<file path="src/rtl/wg_pkg.sv">
package wg_pkg;

    typedef enum logic [1:0] {
        KIND_LEVEL = 2'd0,
        KIND_WAIT  = 2'd1,
        KIND_END   = 2'd2,
        KIND_SPARE = 2'd3
    } rec_kind_e;

    typedef enum logic [1:0] {
        TX_IDLE = 2'd0,
        TX_RUN  = 2'd1,
        TX_LAST = 2'd2,
        TX_DONE = 2'd3
    } tx_state_e;

endpackage

</file>
<file path="src/rtl/wg_slot_packer.sv">
// Turns records into timer slots: tracks slot parity, inserts guard slots,
// drops empty level records and keeps the high/low tick totals.
module wg_slot_packer
    import wg_pkg::*;
#(
    parameter int DUR_W     = 16,
    parameter int TOT_W     = 32,
    parameter int GUARD_LEN = 50
) (
    input  logic             clk,
    input  logic             rst_n,
    input  logic             arm_i,
    input  logic             halt_i,
    input  logic             rec_valid_i,
    input  logic [1:0]       rec_kind_i,
    input  logic             rec_level_i,
    input  logic [DUR_W-1:0] rec_dur_i,
    input  logic             slot_room_i,
    output logic             rec_ready_o,
    output logic             slot_push_o,
    output logic [DUR_W-1:0] slot_dur_o,
    output logic [TOT_W-1:0] high_total_o,
    output logic [TOT_W-1:0] low_total_o
);
    localparam logic [DUR_W-1:0] GUARD = DUR_W'(GUARD_LEN);

    typedef struct packed {
        logic             run;
        logic             odd;
        logic [TOT_W-1:0] hi;
        logic [TOT_W-1:0] lo;
    } pk_t;

    pk_t              pk_d, pk_q;
    logic [DUR_W-1:0] emit_d;
    logic             emit_v;
    logic             take;
    logic             counted;

    always_comb begin
        pk_d    = pk_q;
        emit_d  = '0;
        emit_v  = 1'b0;
        take    = 1'b0;
        counted = 1'b0;
        if (pk_q.run && rec_valid_i && slot_room_i) begin
            case (rec_kind_e'(rec_kind_i))
                KIND_LEVEL: begin
                    if (rec_dur_i == '0) begin
                        take = 1'b1;                      // R8 dropped
                    end else if (rec_level_i != pk_q.odd) begin
                        emit_d  = GUARD;                  // R6 record held
                        emit_v  = 1'b1;
                        counted = 1'b1;
                    end else begin
                        emit_d  = rec_dur_i;
                        emit_v  = 1'b1;
                        counted = 1'b1;
                        take    = 1'b1;
                    end
                end
                KIND_END: begin
                    emit_d   = '0;
                    emit_v   = 1'b1;
                    take     = 1'b1;
                    pk_d.run = 1'b0;
                end
                default: begin
                    emit_d = GUARD;                       // wait slot, uncounted
                    emit_v = 1'b1;
                    take   = 1'b1;
                end
            endcase
        end
        if (emit_v) pk_d.odd = ~pk_q.odd;
        if (counted) begin
            if (pk_q.odd) pk_d.hi = pk_q.hi + TOT_W'(emit_d);
            else          pk_d.lo = pk_q.lo + TOT_W'(emit_d);
        end
        if (halt_i) pk_d.run = 1'b0;
        if (arm_i) begin
            pk_d.run = 1'b1;
            pk_d.odd = 1'b1;
            pk_d.hi  = '0;
            pk_d.lo  = '0;
        end
    end

    always_ff @(posedge clk or negedge rst_n) begin
        if (!rst_n) pk_q <= '0;
        else        pk_q <= pk_d;
    end

    assign rec_ready_o  = take && !halt_i;
    assign slot_push_o  = emit_v && !halt_i;
    assign slot_dur_o   = emit_d;
    assign high_total_o = pk_q.hi;
    assign low_total_o  = pk_q.lo;

endmodule

</file>
<file path="src/rtl/wg_slot_fifo.sv">
// Small queue of slot durations between packer and timer.
module wg_slot_fifo #(
    parameter int W     = 16,
    parameter int DEPTH = 4
) (
    input  logic         clk,
    input  logic         rst_n,
    input  logic         clear_i,
    input  logic         push_i,
    input  logic [W-1:0] push_dat_i,
    input  logic         pop_i,
    output logic [W-1:0] pop_dat_o,
    output logic         empty_o,
    output logic         room_o
);
    localparam int PTR_W = (DEPTH > 1) ? $clog2(DEPTH) : 1;
    localparam int CNT_W = $clog2(DEPTH + 1);
    localparam logic [PTR_W-1:0] LAST_PTR = PTR_W'(DEPTH - 1);

    typedef struct packed {
        logic [DEPTH-1:0][W-1:0] mem;
        logic [PTR_W-1:0]        wp;
        logic [PTR_W-1:0]        rp;
        logic [CNT_W-1:0]        cnt;
    } ff_t;

    ff_t  ff_d, ff_q;
    logic do_push, do_pop;

    assign empty_o   = (ff_q.cnt == '0);
    assign room_o    = (ff_q.cnt != CNT_W'(DEPTH));
    assign pop_dat_o = ff_q.mem[ff_q.rp];

    always_comb begin
        ff_d    = ff_q;
        do_push = push_i && room_o;
        do_pop  = pop_i && !empty_o;
        if (do_push) begin
            ff_d.mem[ff_q.wp] = push_dat_i;
            ff_d.wp = (ff_q.wp == LAST_PTR) ? '0 : ff_q.wp + PTR_W'(1);
        end
        if (do_pop) begin
            ff_d.rp = (ff_q.rp == LAST_PTR) ? '0 : ff_q.rp + PTR_W'(1);
        end
        case ({do_push, do_pop})
            2'b10:   ff_d.cnt = ff_q.cnt + CNT_W'(1);
            2'b01:   ff_d.cnt = ff_q.cnt - CNT_W'(1);
            default: ff_d.cnt = ff_q.cnt;
        endcase
        if (clear_i) begin
            ff_d.wp  = '0;
            ff_d.rp  = '0;
            ff_d.cnt = '0;
        end
    end

    always_ff @(posedge clk or negedge rst_n) begin
        if (!rst_n) ff_q <= '0;
        else        ff_q <= ff_d;
    end

endmodule

</file>
<file path="src/rtl/wg_period_timer.sv">
// Tick prescaler, period down-counter with a one-deep preload, output
// toggle and the two-stage termination.
module wg_period_timer
    import wg_pkg::*;
#(
    parameter int DUR_W     = 16,
    parameter int TICK_DIV  = 64,
    parameter int FIRST_LEN = 1000
) (
    input  logic             clk,
    input  logic             rst_n,
    input  logic             start_i,
    input  logic             stop_i,
    input  logic             slot_avail_i,
    input  logic [DUR_W-1:0] slot_dur_i,
    output logic             slot_pop_o,
    output logic             wave_o,
    output logic             busy_o,
    output logic             done_o
);
    localparam int DIV_W = (TICK_DIV > 1) ? $clog2(TICK_DIV) : 1;
    localparam int FL_W  = $clog2(FIRST_LEN + 1);
    localparam int REM_W = (FL_W > DUR_W) ? FL_W : DUR_W;
    localparam logic [DIV_W-1:0] PRE_TOP = DIV_W'(TICK_DIV - 1);

    typedef struct packed {
        tx_state_e        st;
        logic [DIV_W-1:0] pre;
        logic [REM_W-1:0] rem;
        logic [DUR_W-1:0] nxt;
        logic             nxt_vld;
        logic             wave;
    } tm_t;

    tm_t  tm_d, tm_q;
    logic running, tick, boundary;

    always_comb begin
        tm_d       = tm_q;
        slot_pop_o = 1'b0;
        running    = (tm_q.st == TX_RUN) || (tm_q.st == TX_LAST);
        tick       = running && (tm_q.pre == PRE_TOP);
        boundary   = tick && (tm_q.rem <= REM_W'(1)) &&
                     (tm_q.nxt_vld || tm_q.st == TX_LAST);

        if (running) tm_d.pre = tick ? '0 : tm_q.pre + DIV_W'(1);
        if (tick && tm_q.rem > REM_W'(1)) tm_d.rem = tm_q.rem - REM_W'(1);

        if (boundary) begin
            if (tm_q.st == TX_LAST) begin
                tm_d.st   = TX_DONE;
                tm_d.wave = 1'b0;
            end else begin
                tm_d.wave    = ~tm_q.wave;
                tm_d.rem     = REM_W'(tm_q.nxt);
                tm_d.nxt_vld = 1'b0;
                if (tm_q.nxt == '0) tm_d.st = TX_LAST;
            end
        end

        if (tm_q.st == TX_RUN && !tm_q.nxt_vld && slot_avail_i) begin
            slot_pop_o   = 1'b1;
            tm_d.nxt     = slot_dur_i;
            tm_d.nxt_vld = 1'b1;
        end

        if (start_i) begin
            tm_d.st      = TX_RUN;
            tm_d.pre     = '0;
            tm_d.rem     = REM_W'(FIRST_LEN);
            tm_d.nxt_vld = 1'b0;
            tm_d.wave    = 1'b0;
        end
        if (stop_i) begin
            tm_d.st      = TX_IDLE;
            tm_d.pre     = '0;
            tm_d.nxt_vld = 1'b0;
            tm_d.wave    = 1'b0;
        end
    end

    always_ff @(posedge clk or negedge rst_n) begin
        if (!rst_n) tm_q <= '0;
        else        tm_q <= tm_d;
    end

    assign wave_o = tm_q.wave;
    assign busy_o = (tm_q.st != TX_IDLE);
    assign done_o = (tm_q.st == TX_DONE);

endmodule

</file>
<file path="src/rtl/wg_wavegen.sv">
module wg_wavegen #(
    parameter int TICK_DIV   = 64,
    parameter int FIRST_LEN  = 1000,
    parameter int GUARD_LEN  = 50,
    parameter int DUR_W      = 16,
    parameter int TOT_W      = 32,
    parameter int SLOT_DEPTH = 4,
    parameter bit MIRROR_EN  = 1'b1
) (
    input  logic             clk,
    input  logic             rst_n,
    input  logic             start_i,
    input  logic             stop_i,
    input  logic             tx_permit_i,
    output logic             start_reject_o,
    input  logic             rec_valid_i,
    input  logic [1:0]       rec_kind_i,
    input  logic             rec_level_i,
    input  logic [DUR_W-1:0] rec_dur_i,
    output logic             rec_ready_o,
    output logic             wave_o,
    output logic             mirror_o,
    output logic             busy_o,
    output logic             done_o,
    output logic [TOT_W-1:0] high_total_o,
    output logic [TOT_W-1:0] low_total_o
);
    typedef struct packed {
        logic reject;
    } top_t;

    top_t             top_d, top_q;
    logic             startable, accept;
    logic             push, pop, room, empty;
    logic [DUR_W-1:0] push_dur, head_dur;

    always_comb begin
        startable    = !busy_o || done_o;
        accept       = start_i && tx_permit_i && !stop_i && startable;
        top_d        = top_q;
        top_d.reject = start_i && !tx_permit_i && !stop_i && startable;
    end

    always_ff @(posedge clk or negedge rst_n) begin
        if (!rst_n) top_q <= '0;
        else        top_q <= top_d;
    end

    assign start_reject_o = top_q.reject;

    wg_slot_packer #(
        .DUR_W(DUR_W), .TOT_W(TOT_W), .GUARD_LEN(GUARD_LEN)
    ) u_pack (
        .clk(clk), .rst_n(rst_n), .arm_i(accept), .halt_i(stop_i),
        .rec_valid_i(rec_valid_i), .rec_kind_i(rec_kind_i),
        .rec_level_i(rec_level_i), .rec_dur_i(rec_dur_i),
        .slot_room_i(room), .rec_ready_o(rec_ready_o),
        .slot_push_o(push), .slot_dur_o(push_dur),
        .high_total_o(high_total_o), .low_total_o(low_total_o)
    );

    wg_slot_fifo #(
        .W(DUR_W), .DEPTH(SLOT_DEPTH)
    ) u_fifo (
        .clk(clk), .rst_n(rst_n), .clear_i(accept || stop_i),
        .push_i(push), .push_dat_i(push_dur), .pop_i(pop),
        .pop_dat_o(head_dur), .empty_o(empty), .room_o(room)
    );

    wg_period_timer #(
        .DUR_W(DUR_W), .TICK_DIV(TICK_DIV), .FIRST_LEN(FIRST_LEN)
    ) u_tmr (
        .clk(clk), .rst_n(rst_n), .start_i(accept), .stop_i(stop_i),
        .slot_avail_i(!empty), .slot_dur_i(head_dur), .slot_pop_o(pop),
        .wave_o(wave_o), .busy_o(busy_o), .done_o(done_o)
    );

    generate
        if (MIRROR_EN) begin : g_mirror
            assign mirror_o = wave_o;
        end else begin : g_no_mirror
            assign mirror_o = 1'b0;
        end
    endgenerate

endmodule

</file>
<file path="config.mk">
export PLATFORM = sky130hd
export DESIGN_NAME = wg_wavegen
export DESIGN_NICKNAME = d
export VERILOG_FILES = /design/src/rtl/wg_pkg.sv /design/src/rtl/wg_slot_packer.sv /design/src/rtl/wg_slot_fifo.sv /design/src/rtl/wg_period_timer.sv /design/src/rtl/wg_wavegen.sv
export SDC_FILE = /design/constraint.sdc
export NUM_CORES = 1
export LEC_CHECK = 0
export BUFFER_PORTS_ARGS = -buffer_cell sky130_fd_sc_hd__buf_2
export CAP_MARGIN = 0
export CORE_AREA = 2 2 174 176
export CTS_BUF_LIST = sky130_fd_sc_hd__clkbuf_4 sky130_fd_sc_hd__clkbuf_8 sky130_fd_sc_hd__clkbuf_16
export DETAILED_ROUTE_END_ITERATION = 10
export DIE_AREA = 0 0 176 178
export GPL_TIMING_DRIVEN = 0
export HOLD_SLACK_MARGIN = 0.1
export SLEW_MARGIN = 20
export SYNTH_ARGS = -nofsm -noshare
export SYNTH_HDL_FRONTEND = slang
export SYNTH_HIERARCHICAL = 1
export SYNTH_SLANG_ARGS = --single-unit
export TNS_END_PERCENT = 10
</file>
<file path="constraint.sdc">
create_clock -name clk -period 4 [get_ports clk]
set_input_delay 0.4 -clock clk [delete_from_list [all_inputs] [get_ports clk]]
set_output_delay 0.4 -clock clk [all_outputs]
set_load 0.1 [all_outputs]
</file>
**After elaboration in Yosys (flattened, before gate mapping)**

Index checks and enable logic that the tools add are counted.

- Memory bits (writable): 0
- Memories kept: 0
- ROM bits: 0
- Flip-flop bits (word level): 180
- Bits in latches: 0

- $lt $le $gt $ge: 5
- Add/subtract/negate cells: 8
- Equality and inequality tests: 13
- Bitwise operators: 2
- Shift-type cells: 0
- Multiply operators: 0
- Reductions and logical operators: 50
- Mux-type cells: 49
- Divide/modulo/power cells: 0

Operators by type and width:

| kind | count |
|---|---|
| 2-to-1 mux 16 bit | 8 |
| 2-to-1 mux 66 bit | 1 |
| adder 32 x 16 -> 32 bit | 2 |
| bitwise mux 64 bit | 1 |
| 2-to-1 mux 32 bit | 2 |
| 2-to-1 mux 64 bit | 1 |
| binary-select mux 16 bit (select 2 bit) | 1 |
| demux 16 bit (select 2 bit) | 1 |
| logical NOT 16 bit | 2 |
| case mux 16 bit (2 select lines) | 1 |
| 2-to-1 mux 24 bit | 1 |
| 2-to-1 mux 2 bit | 10 |
| logical AND 1 bit | 19 |
| 2-to-1 mux 1 bit | 17 |
| greater-than comparator 16 x 1 -> 1 bit (second input constant) | 1 |
| less-or-equal comparator 16 x 1 -> 1 bit (second input constant) | 1 |
| subtractor 16 x 1 -> 16 bit (second input constant) | 1 |
| nonzero test 3 bit | 5 |
| equality test 2 bit (second input constant) | 6 |
| 2-to-1 mux 6 bit | 2 |
| nonzero test 2 bit | 6 |
| AND reduction 2 bit | 5 |
| 2-to-1 mux 8 bit | 1 |
| nonzero test 4 bit | 2 |
| other kinds (19) | 30 |

**Logic depth before layout (Yosys ltp)**

- Depth in word-level cells: 9
- Mapped depth: 16

**Modules after synthesis**

The synthesis kept the hierarchy.

By module, submodules not included:

| module | area an instance (µm²) | times used | cells an instance | sequential area each (µm²) |
|---|---|---|---|---|
| wg_slot_packer | 5781.8 | 1 | 680 | 1651.6 |
| wg_slot_fifo | 3473.3 | 1 | 216 | 1776.7 |
| wg_period_timer | 2297.2 | 1 | 252 | 1051.0 |
| wg_wavegen | 88.8 | 1 | 8 | 25.0 |

**Least setup slack after synthesis**

No wires, ideal clock.

- Kind: flip-flop to flip-flop
- Start point: register u_fifo/ff_q[0] (netlist name)
- End point: register u_pack.pk_q, in the netlist u_pack/high_total_o[26]
- Cell stages (with the launch flop): 17
- Arrival: 3.616 ns
- Path buffers: 1
- Data required time: 3.873 ns
- Slack: 0.257 ns
- Clock period less this slack: 3.743 ns
- Cells stage by stage: dfrtp_1 > buf_2 > nor2_2 > nand2_1 > and3_1 > nand2_1 > nor3_1 > and2_1 > ha_1 > inv_1 > fa_1 > nor2b_1 > o21bai_4 > a211oi_2 > o21ai_4 > a2111oi_1 > mux2_1

- Longest elaborated chain between the ends: 7

Ends and longest elaborated chain:

| item | line | RTL |
|---|---|---|
| start: declaration | wg_slot_fifo.sv:27 | `ff_t ff_d, ff_q;` |
| start signal: assignment | wg_slot_fifo.sv:58 | `if (!rst_n) ff_q <= '0;` |
| start signal: assignment | wg_slot_fifo.sv:59 | `else ff_q <= ff_d;` |
| != test 3 bit | wg_slot_fifo.sv:31 | `assign room_o = (ff_q.cnt != CNT_W'(DEPTH));` |
| named net room | wg_wavegen.sv:34 | `logic push, pop, room, empty;` |
| logical AND 1 bit | wg_slot_packer.sv:46 | `if (pk_q.run && rec_valid_i && slot_room_i) begin` |
| 2-to-1 mux 16 bit | wg_slot_packer.sv:46 |  |
| named net push_dur[0] | wg_wavegen.sv:35 | `logic [DUR_W-1:0] push_dur, head_dur;` |
| adder 32 x 16 -> 32 bit | wg_slot_packer.sv:77 | `if (pk_q.odd) pk_d.hi = pk_q.hi + TOT_W'(emit_d);` |
| 2-to-1 mux 32 bit | wg_slot_packer.sv:77 |  |
| 2-to-1 mux 64 bit | wg_slot_packer.sv:76 | `if (counted) begin` |
| 2-to-1 mux 66 bit | wg_slot_packer.sv:81 | `if (arm_i) begin` |
| end signal: assignment | wg_slot_packer.sv:91 | `else pk_q <= pk_d;` |
| end: declaration | wg_slot_packer.sv:34 | `pk_t pk_d, pk_q;` |

The timed path passes the listed nets, and every way through them passes these cells. The select of a mux whose other input is x is not followed.
A chain may end at the register's enable or synchronous reset.

**Final worst setup path**

- Start point: register u_fifo/ff_q[0] (netlist name)
- End point: register u_pack.pk_q, in the netlist u_pack/high_total_o[28]

The elaborated chain is that of the path after synthesis.

==> results list <==
- Counting flops with a built-in enable in the synthesized netlist gives 0.
* Overall fraction of global-route tracks in use: 0.1977
* Area growth, synth to finish: 15.89%
* Clock tree sinks: 180
* Cell variety after synth: 95
- After detailed routing, the number of vias per cell comes to 5.443.
- Data arrival at the endpoint of the critical path: about 4.2 ns
* Yosys warns: 6
- Prior to clock tree synthesis, the placed netlist has a worst setup slack of -0.9299 ns.
- For this block, the routed nets add up to approximately 30000 um of wire.
* Half-perimeter wire length of the detailed placement result: between 20000 and 25000 um
- Number of search-and-repair iterations in the first detailed-routing pass: 5
* Placement Rows: 63
- In this run the clock root is driven by a sky130_fd_sc_hd__clkbuf_16.
- For this design the ratio of total power to cell area is about 280 nW/um^2.
- Synth top area cells: sky130_fd_sc_hd__dfrtp_1 (39%), sky130_fd_sc_hd__mux2_4 (5.2%), sky130_fd_sc_hd__ha_1 (4.8%)
- Final hold vios: 0
- Counting every instance in the synthesized netlist gives 1156.
- Of the cells placed in the final design, the portion with a size suffix greater than 1 is 0.3057.
- Syn_nets: 1229
- Via count: around 9100
- The flow ran to the end, and the final reports show no timing, DRC or antenna violations.
- Core ar.: 29400 um^2
* Port Buffers: 94
* Clock period minus worst slack: roughly 3.9 ns
* VDD IR-drop max: ~290 uV
- Worst Path Max Fanout: 10
* Required time of the critical path: 4.32 ns
- Leakage power of the design: approximately 6.5 nW
- Number of nets with antenna violations after detailed routing: 0
- Vertical die dimension: roughly 180 um
- Of the total synthesized cell area, the portion taken by AND, OR, NAND and NOR gates is 0.1857.
- The initial antenna violation count was 2.
- DRC errors left: 0
- Once placement finished, the instance area stood at roughly 13000 um^2.
* Actual transition at the worst max-transition pin: 0.8339 ns
- Once routing completed, OpenROAD measured the worst setup slack at ~0.11 ns.
* XOR/XNOR share of the synthesized area: 0.02332
* H-tree lvl count: 4
- Main combinational cell family by area after synthesis: simple AND/OR/NAND/NOR gates
- Slew headroom: 0.4390
- After synthesis, the share of flip-flops with an asynchronous set or reset is 1.000.
- Yosys reg bits: 180
* Total congestion overflow after global routing: 0
- Kind of critical path: reg2reg
* Number of primary I/O pins: 95
- At the later pin of the worst-skew pair, clock insertion delay measures 0.43 ns.
- The share of the Yosys chip area taken by registers is 0.3869.
- The via count of the first global-routing pass came to approximately 9000.
* Mux share of post-synthesis cell area: 0.1304
- Starting density of the core: 0.3959
- Hold crit path type: in2reg
* Most used flip-flop cell after synthesis: sky130_fd_sc_hd__dfrtp_1
* Adder-Cell Fraction of Synth Area: 0.05353
- Post-layout nets: 1349
- The compound-cell area share of the yosys netlist is 0.1480.
* Global placer's final weighted congestion: between 0.8 and 0.9
- Die Width: 176 um
- Wire length of the first global-routing pass: 48770 um
* Synthesized area divided by synthesized cell count: 10.07 um^2
* Maximum number of pins on one net before global-route repair: 80
- In this run the cell area of the synthesized design comes to about 12000 um^2.
* Number of failing setup endpoints in the final timing report: 0
* Maximum clock rate: about 260 MHz
- For the final database, setup skew stands at between 0.02 and 0.025 ns.
- The detailed router finished its first iteration with 549 violations.
* Design Area, Final: roughly 13000 um^2
- Across the run, the number of max-cap violations was 0.
* Top-area cell type share of the netlist area: 0.3869
- Bufs on Longest Clock Path: 2
- Sort of element at the end of the critical path: flip-flop
- TritonCTS built the clock tree.
- 0 antenna diodes ended up in the layout.
* Average wire per cell in the routed design: roughly 18 um
- Startpoint type of the worst setup path: flip-flop
* Area of the die: ~31000 um^2
* Clock transition at the register clock pins on the worst setup and hold paths after CTS: ~0.080 ns
- Of the available clock period, the critical path in the final layout requires 0.9723.
- The final number of max-transition violations is 0.
- Post-synth top area cell: sky130_fd_sc_hd__dfrtp_1
* TritonCTS Buffers: 17
-- cell usage in the layout (no fill, tap or decap), types with 24 or more instances in the layout --
master	count
sky130_fd_sc_hd__inv_1	27
sky130_fd_sc_hd__nor2_1	86
sky130_fd_sc_hd__mux2_4	40
sky130_fd_sc_hd__clkbuf_1	24
sky130_fd_sc_hd__o21ai_0	30
sky130_fd_sc_hd__buf_2	102
sky130_fd_sc_hd__nand2_1	115
sky130_fd_sc_hd__dfrtp_1	179
sky130_fd_sc_hd__a21oi_1	56
sky130_fd_sc_hd__ha_1	41
sky130_fd_sc_hd__nand3_1	34
sky130_fd_sc_hd__nor2b_1	27
sky130_fd_sc_hd__buf_4	73
sky130_fd_sc_hd__mux2_2	42
-- metal layers --
metal | GRT usage | wire [um] | vias up
met4 | 0.05406 | 608 | 4
met3 | 0.03431 | 1392 | 37
li1 | - | - | 4392
met5 | 0 | 31 | -
met1 | 0.2633 | 13720 | 4488
met2 | 0.3328 | 14640 | 218
-- critical path: stages (launching register included) --
cell                        delay, ns
sky130_fd_sc_hd__dfrtp_1         0.42
sky130_fd_sc_hd__buf_6           0.15
sky130_fd_sc_hd__nor2_4          0.18
sky130_fd_sc_hd__nand2_4         0.11
sky130_fd_sc_hd__and3_4          0.23
sky130_fd_sc_hd__nand2_1         0.12
sky130_fd_sc_hd__nor3_4          0.05
sky130_fd_sc_hd__buf_2           0.19
sky130_fd_sc_hd__and2_4          0.22
sky130_fd_sc_hd__ha_2            0.39
sky130_fd_sc_hd__o21a_2          0.18
sky130_fd_sc_hd__o21ai_2         0.07
sky130_fd_sc_hd__o41ai_4         0.50
sky130_fd_sc_hd__o21ai_4         0.20
sky130_fd_sc_hd__a2111oi_2       0.41
sky130_fd_sc_hd__mux2_1          0.35
-- through the flow --
step	power [mW]	instances	setup TNS [ns]	hold slack (ns)	util
2_1_floorplan	2.041	1156	0	0.1044	-
3_3_place_gp	2.146	1640	-137.29	0.4839	0.4285
3_5_place_dp	2.156	1642	-23.28	0.2789	0.4307
4_1_cts	3.829	1674	-0.01405	0.1336	0.4536
5_1_grt	3.933	1679	-0.06933	0.1433	0.4588
6_report	3.792	1679	0	0.1588	0.4588
-- where the power goes --
group	switching, mW	internal, mW	total (mW)
logic	0.189	0.0818	0.270
clock network	0.770	0.893	1.66
registers	0.0226	1.84	1.86
-- layout make-up --
class,count,area [um^2]
clock buffer,20,447.9
inverter,28,105.1
tap,390,488.0
timing repair buffer,104,598.1
buffer,108,730.7
multi-input combinational,837,6492
sequential,180,4506
fill,2805,15910
clock inverter,12,122.6
-- synthesized netlist by cell type (all sizes together), types with 5 or more instances --
master   count
a21o         9
a21boi       5
xor2        13
and2        19
mux4        16
nand3       36
inv         27
nor3        22
xnor2       18
nor4        15
mux2        85
o21ai       37
buf         83
ha          45
mux2i        5
o31ai       10
clkbuf      27
o21bai      11
nand4        9
and3        19
nand2b       5
a31oi        6
or4          8
o211ai       9
nand2      121
or3         14
o21a        11
nor2        89
o2111ai      5
a21oi       61
a211oi      21
and4        13
dfrtp      180
a211o        5
nor2b       29
-- timing repair --
item,in CTS,in global routing
endpoints found under the setup margin,40,34
setup buffers,1,6
endpoints found under the hold margin,28,0
resized for setup,30,27
pin swaps,2,9
hold buffers,1,0
-- sequential cells by signal (all words and copies together), names as in the netlist --
register,flops
start_reject_o,1
u_pack/pk_q,2
u_tmr/wave_o,1
u_pack/high_total_o,32
u_fifo/ff_q,71
u_pack/low_total_o,32
u_tmr/tm_q,41
-- logic make-up after synthesis --
kind of cell | Yosys count
AO/OA/AOI/OAI | 237
XOR/XNOR | 31
adder cells (fa/ha/maj) | 48
buffers and inverters | 139
flip-flops | 180
multiplexers | 106
AND/OR/NAND/NOR | 415
-- path summary, 6_finish.rpt --
check                                           to            start  cells past startpoint  slack, ns
hold reg to reg                    u_fifo/ff_q[26]  u_fifo/ff_q[26]                      1       0.50
setup reg to reg           u_pack/high_total_o[28]   u_fifo/ff_q[0]                     15       0.11
hold / removal                      start_reject_o      tx_permit_i                      2       0.16
min in group asynchronous           u_tmr/tm_q[32]            rst_n                      2       0.42
setup / recovery           u_pack/high_total_o[28]   u_fifo/ff_q[0]                     15       0.11
max in group asynchronous   u_pack/low_total_o[23]            rst_n                      3       2.89
Power figures use the tool's default switching activity.
